File: src/rtl/runlen_pkg.sv
package runlen_pkg;
    localparam int STATE_W = 3;

    typedef enum logic [STATE_W-1:0] {
        ST_IDLE  = 3'd0,
        ST_ONE   = 3'd1,
        ST_TWO   = 3'd2,
        ST_THREE = 3'd3,
        ST_OVER  = 3'd4
    } run_state_e;
endpackage

File: src/rtl/runlen_next.sv
module runlen_next
    import runlen_pkg::*;
(
    input  run_state_e cur_i,
    input  logic       bit_i,
    output run_state_e nxt_o
);
    always_comb begin
        nxt_o = ST_IDLE;
        if (bit_i) begin
            unique case (cur_i)
                ST_IDLE:  nxt_o = ST_ONE;    // adv
                ST_ONE:   nxt_o = ST_TWO;    // adv
                ST_TWO:   nxt_o = ST_THREE;  // adv
                ST_THREE: nxt_o = ST_OVER;   // spill
                ST_OVER:  nxt_o = ST_OVER;   // hold
                default:  nxt_o = ST_IDLE;   // recover
            endcase
        end
        // bit_i == 0: clear to ST_IDLE from every state
    end
endmodule

File: src/rtl/runlen_out.sv
module runlen_out
    import runlen_pkg::*;
(
    input  run_state_e cur_i,
    input  logic       bit_i,
    input  logic       rst_i,
    output logic       hit_o
);
    always_comb begin
        hit_o = 1'b0;
        unique case (cur_i)
            ST_THREE: hit_o = ~bit_i & ~rst_i;
            default:  hit_o = 1'b0;
        endcase
    end
endmodule

File: src/rtl/runlen_exact3_det.sv
module runlen_exact3_det
    import runlen_pkg::*;
(
    input  logic clk_i,
    input  logic rst_i,
    input  logic bit_i,
    output logic hit_o
);
    localparam int HIST_MAX = 7;
    localparam int HIST_W   = $clog2(HIST_MAX + 1);

    run_state_e state_q;
    run_state_e state_d;

    runlen_next u_next (
        .cur_i (state_q),
        .bit_i (bit_i),
        .nxt_o (state_d)
    );

    always_ff @(posedge clk_i) begin
        if (rst_i) state_q <= ST_IDLE;
        else       state_q <= state_d;
    end

    runlen_out u_out (
        .cur_i (state_q),
        .bit_i (bit_i),
        .rst_i (rst_i),
        .hit_o (hit_o)
    );

    // Checking aids: the number of clean cycles since reset, and a reset flag.
    logic [HIST_W-1:0] clean_q;
    logic              was_rst_q;

    always_ff @(posedge clk_i) begin
        was_rst_q <= rst_i;
        if (rst_i)                            clean_q <= '0;
        else if (clean_q != HIST_W'(HIST_MAX)) clean_q <= clean_q + 1'b1;
    end


    always @(posedge clk_i) begin
        if (was_rst_q) begin
            reset_idle_chk: assert (state_q == ST_IDLE)
                else $error("state not idle after reset");
        end
    end


    always_comb begin
        if (rst_i === 1'b1) begin
            reset_mask_chk: assert (hit_o == 1'b0);
        end
    end


    no_hit_on_one_chk: assert property (@(posedge clk_i) disable iff (rst_i)
        bit_i |-> !hit_o);


    single_pulse_chk: assert property (@(posedge clk_i) disable iff (rst_i)
        hit_o |=> !hit_o);


    exact_three_chk: assert property (@(posedge clk_i) disable iff (rst_i)
        (clean_q >= HIST_W'(4) && !bit_i && $past(bit_i) && $past(bit_i, 2)
         && $past(bit_i, 3) && !$past(bit_i, 4)) |-> hit_o);


    too_long_chk: assert property (@(posedge clk_i) disable iff (rst_i)
        (clean_q >= HIST_W'(4) && $past(bit_i) && $past(bit_i, 2)
         && $past(bit_i, 3) && $past(bit_i, 4)) |-> !hit_o);
endmodule

File: config.mk
export PLATFORM = sky130hd
export DESIGN_NAME = runlen_exact3_det
export DESIGN_NICKNAME = d
export VERILOG_FILES = /design/src/rtl/runlen_pkg.sv /design/src/rtl/runlen_next.sv /design/src/rtl/runlen_out.sv /design/src/rtl/runlen_exact3_det.sv
export SDC_FILE = /design/constraint.sdc
export NUM_CORES = 1
export LEC_CHECK = 0
export CAP_MARGIN = 10
export CORE_AREA = 2 2 39 41
export CTS_CLUSTER_DIAMETER = 120
export CTS_CLUSTER_SIZE = 25
export DETAILED_ROUTE_END_ITERATION = 8
export DIE_AREA = 0 0 41 43
export HOLD_SLACK_MARGIN = 0.03
export PLACE_DENSITY_LB_ADDON = 0.25
export SYNTH_ARGS = -nofsm -noshare
export SYNTH_HDL_FRONTEND = slang
export SYNTH_SLANG_ARGS = --single-unit
File: constraint.sdc
create_clock -name clk_i -period 1.2 [get_ports clk_i]
set_input_delay 0.24 -clock clk_i [delete_from_list [all_inputs] [get_ports clk_i]]
set_output_delay 0.24 -clock clk_i [all_outputs]
set_load 0.02 [all_outputs]
==> results.ini, run 1 <==
[status]
status=complete, but fails checks
violations=negative setup slack

[floorplanning]
pin_count=4
coreArea_mm2=0.001384
start_util=0.08951
die_w_um=41
dieHeight_um=43
die_area_mm2=0.001763
std_cell_rows=14

[finish]
final_nets=28
reg_top3=state_q (3)
antenna_cells=0
regMostFlops=state_q
drive_gt1_frac=0.5833
largest_reg_flops=3
final_util=0.1799
syn_to_final_growth_pct=101.0

[worst_hold_path]
holdCritStartpoint=rst_i
hold_end=state_q[0]
min_path_type=in -> reg
holdPathStages=3

[timing]
clock_skew_ns=0.002489
rsz0062_at_grt=yes
fin_crit_sh=1.001
fin_crit_ns=1.201
hold_viol=0
max_freq_mhz=832.9
slew_viol_final=0
setup_viol=1
post-route-worst-setup-slack_ns=-0.0006073
setup_tns_ns=-0.0006073
max_slew_margin=0.8271
worst_pin_slew_ns=0.2557

[synthesis]
synthArstFlopShare=0
syn-num-nets=15
synth.area.top_cells=dfxtp_1 48%, nor4b_1 14%, or3b_1 7.1%, xnor2_1 7.1%, nand3b_1 6.1%
synth_cell_types=9
avgSynthCellArea_um2=10.32
synth_top_cell_by_area=dfxtp_1
synthDominantCellAreaShare=0.4848
ys_warn_count=0
synth_most_common_cell=dfxtp_1
synth_flop_cell=dfxtp_1
ys_seq_elements=3
netlist_instances=12
synth_common_cells=3 x dfxtp_1, 2 x nor4b_1
synth-edff-count=0
ys_seq_area_frac=0.4848
syn-cell-area_um2=123.9

[clock_tree]
cts_tree=built
cts_sinks=3
clock_latency_ns=0.23
cts_made_buffers=3
hold_buffers=0
cts_max_level=1
cts.reportedPaths.clkPinSlew_ns=0.03
ctsRootBufferMaster=clkbuf_4
clockBufferDepth=2

[drt]
dr.pass1.iters=2
drt-met1-wl_um=141
avgRoutedWirePerCell_um=7.000
top_layer=met3
drc=0
met2WireLength_um=95
via_per_inst=3.125
wl_met3_um=43
initialDrtViolationCount=1
num_vias=125
wirelength_um=280
ant_nets=0

[global_routing]
grt_overflow_total=0
antenna_found_initial=0
grt_max_degree=5
grt_usage=0.04614
grt_pass1_vias=123
grt_first_pass_wirelength_um=448

[power_and_ir_drop]
power.leakage_uw=0.0001003
vdd.ir_drop.worst_v=0.0005525
power_density_mw_per_mm2=1228

[place]
place_congestion=0.5371
io_buffers=3

[setup_path]
r2r_end=state_q[2]
r2r_cells=3
worstSetupStartpointType=register
path_class=reg -> out
arrival_ns=0.96
crit_fanout=2
worstReg2RegStart=state_q[1]
crit_path_top_delay_cell=dfxtp_2
regToRegSetupSlack_ns=0.19
crit_chain=nor4_2 -> buf_4
required_ns=0.96
crit_start=state_q[2]
slowest_delay_ns=0.31
end_kind=output pin

[run]
drv_cap=0

-- layout by cell type (no fill, tap or decap), drive strengths merged, types with 2 or more instances in the layout --
cell type  n
nor4b      2
buf        6
clkbuf     4
dfxtp      3
-- cell type report --
class,instances,area (µm²)
fillers,153,1135
multi-input cells,9,72.57
repair buffers,8,66.31
flip-flops and latches,3,63.81
clock buffers,4,26.28
well taps,16,20.02
-- through the flow --
stage | total power (µW) | hold slack, ns | worst slack, ns | instances | instance area [µm²]
floorplan | 115.6 | 0.3173 | 0.1241 | 12 | 130.1
finish | 305.6 | 0.3462 | -0.0006073 | 40 | 249.0
global route | 335.5 | 0.3517 | -0.04364 | 40 | 249.0
global placement | 136.4 | 0.5420 | -0.5876 | 36 | 217.7
detailed placement | 136.4 | 0.5383 | -0.6037 | 36 | 217.7
CTS | 317.7 | 0.5354 | -0.07047 | 40 | 245.2
-- worst max-delay path, delay by kind of cell, from the launching register on --
kind / cells / cell delay, ns
flops: 1 / 0.31
simple gates: 1 / 0.24
buf+inv: 1 / 0.18
-- power by group --
group	internal, µW	leakage (µW)	switching (µW)
Combinational	17.6	0.0000596	10.3
Sequential	104	0.0000258	2.02
Clock	124	0.0000150	47.1
-- repair_timing --
item / CTS / global route
cloned: 0 / 0
setup endpoints to repair: 1 / 1
pin swaps: 2 / 1
setup buffers: 0 / 0
gates resized for setup: 10 / 2
-- worst max-delay path by stage --
stage | to | slack (ns)
3_5_place_dp | hit_o | -0.60
5_1_grt | hit_o | -0.04
2_1_floorplan | hit_o | 0.12
4_1_cts | hit_o | -0.07
6_report | hit_o | -0.0006
3_3_place_gp | hit_o | -0.59
-- routing by layer --
| metal | up-vias | global-route usage |
|---|---|---|
| li1 | 68 | - |
| met1 | 53 | 0.04808 |
| met2 | 4 | 0.03750 |
| met3 | 0 | 0.06806 |
| met4 | 0 | 0.04000 |
| met5 | - | 0 |
-- cell families (layout without fill, tap and decap cells) --
| logic type | count (synthesis) | in the layout | synth area share |
|---|---|---|---|
| AND/OR/NAND/NOR | 7 | 7 | 0.4041 |
| flip-flops | 3 | 3 | 0.4849 |
| AO/OA/AOI/OAI | 1 | 1 | 0.04037 |
| XOR/XNOR | 1 | 1 | 0.07072 |
| buffers and inverters | 0 | 12 | 0 |
No activity file was read; power rests on OpenSTA's default activity.
==> run 2: changes to the inputs <==
- TNS_END_PERCENT: not set -> 20
==> results of run 2 <==
Same layout as run 1: the final DEF is identical, and so are final timing and power.
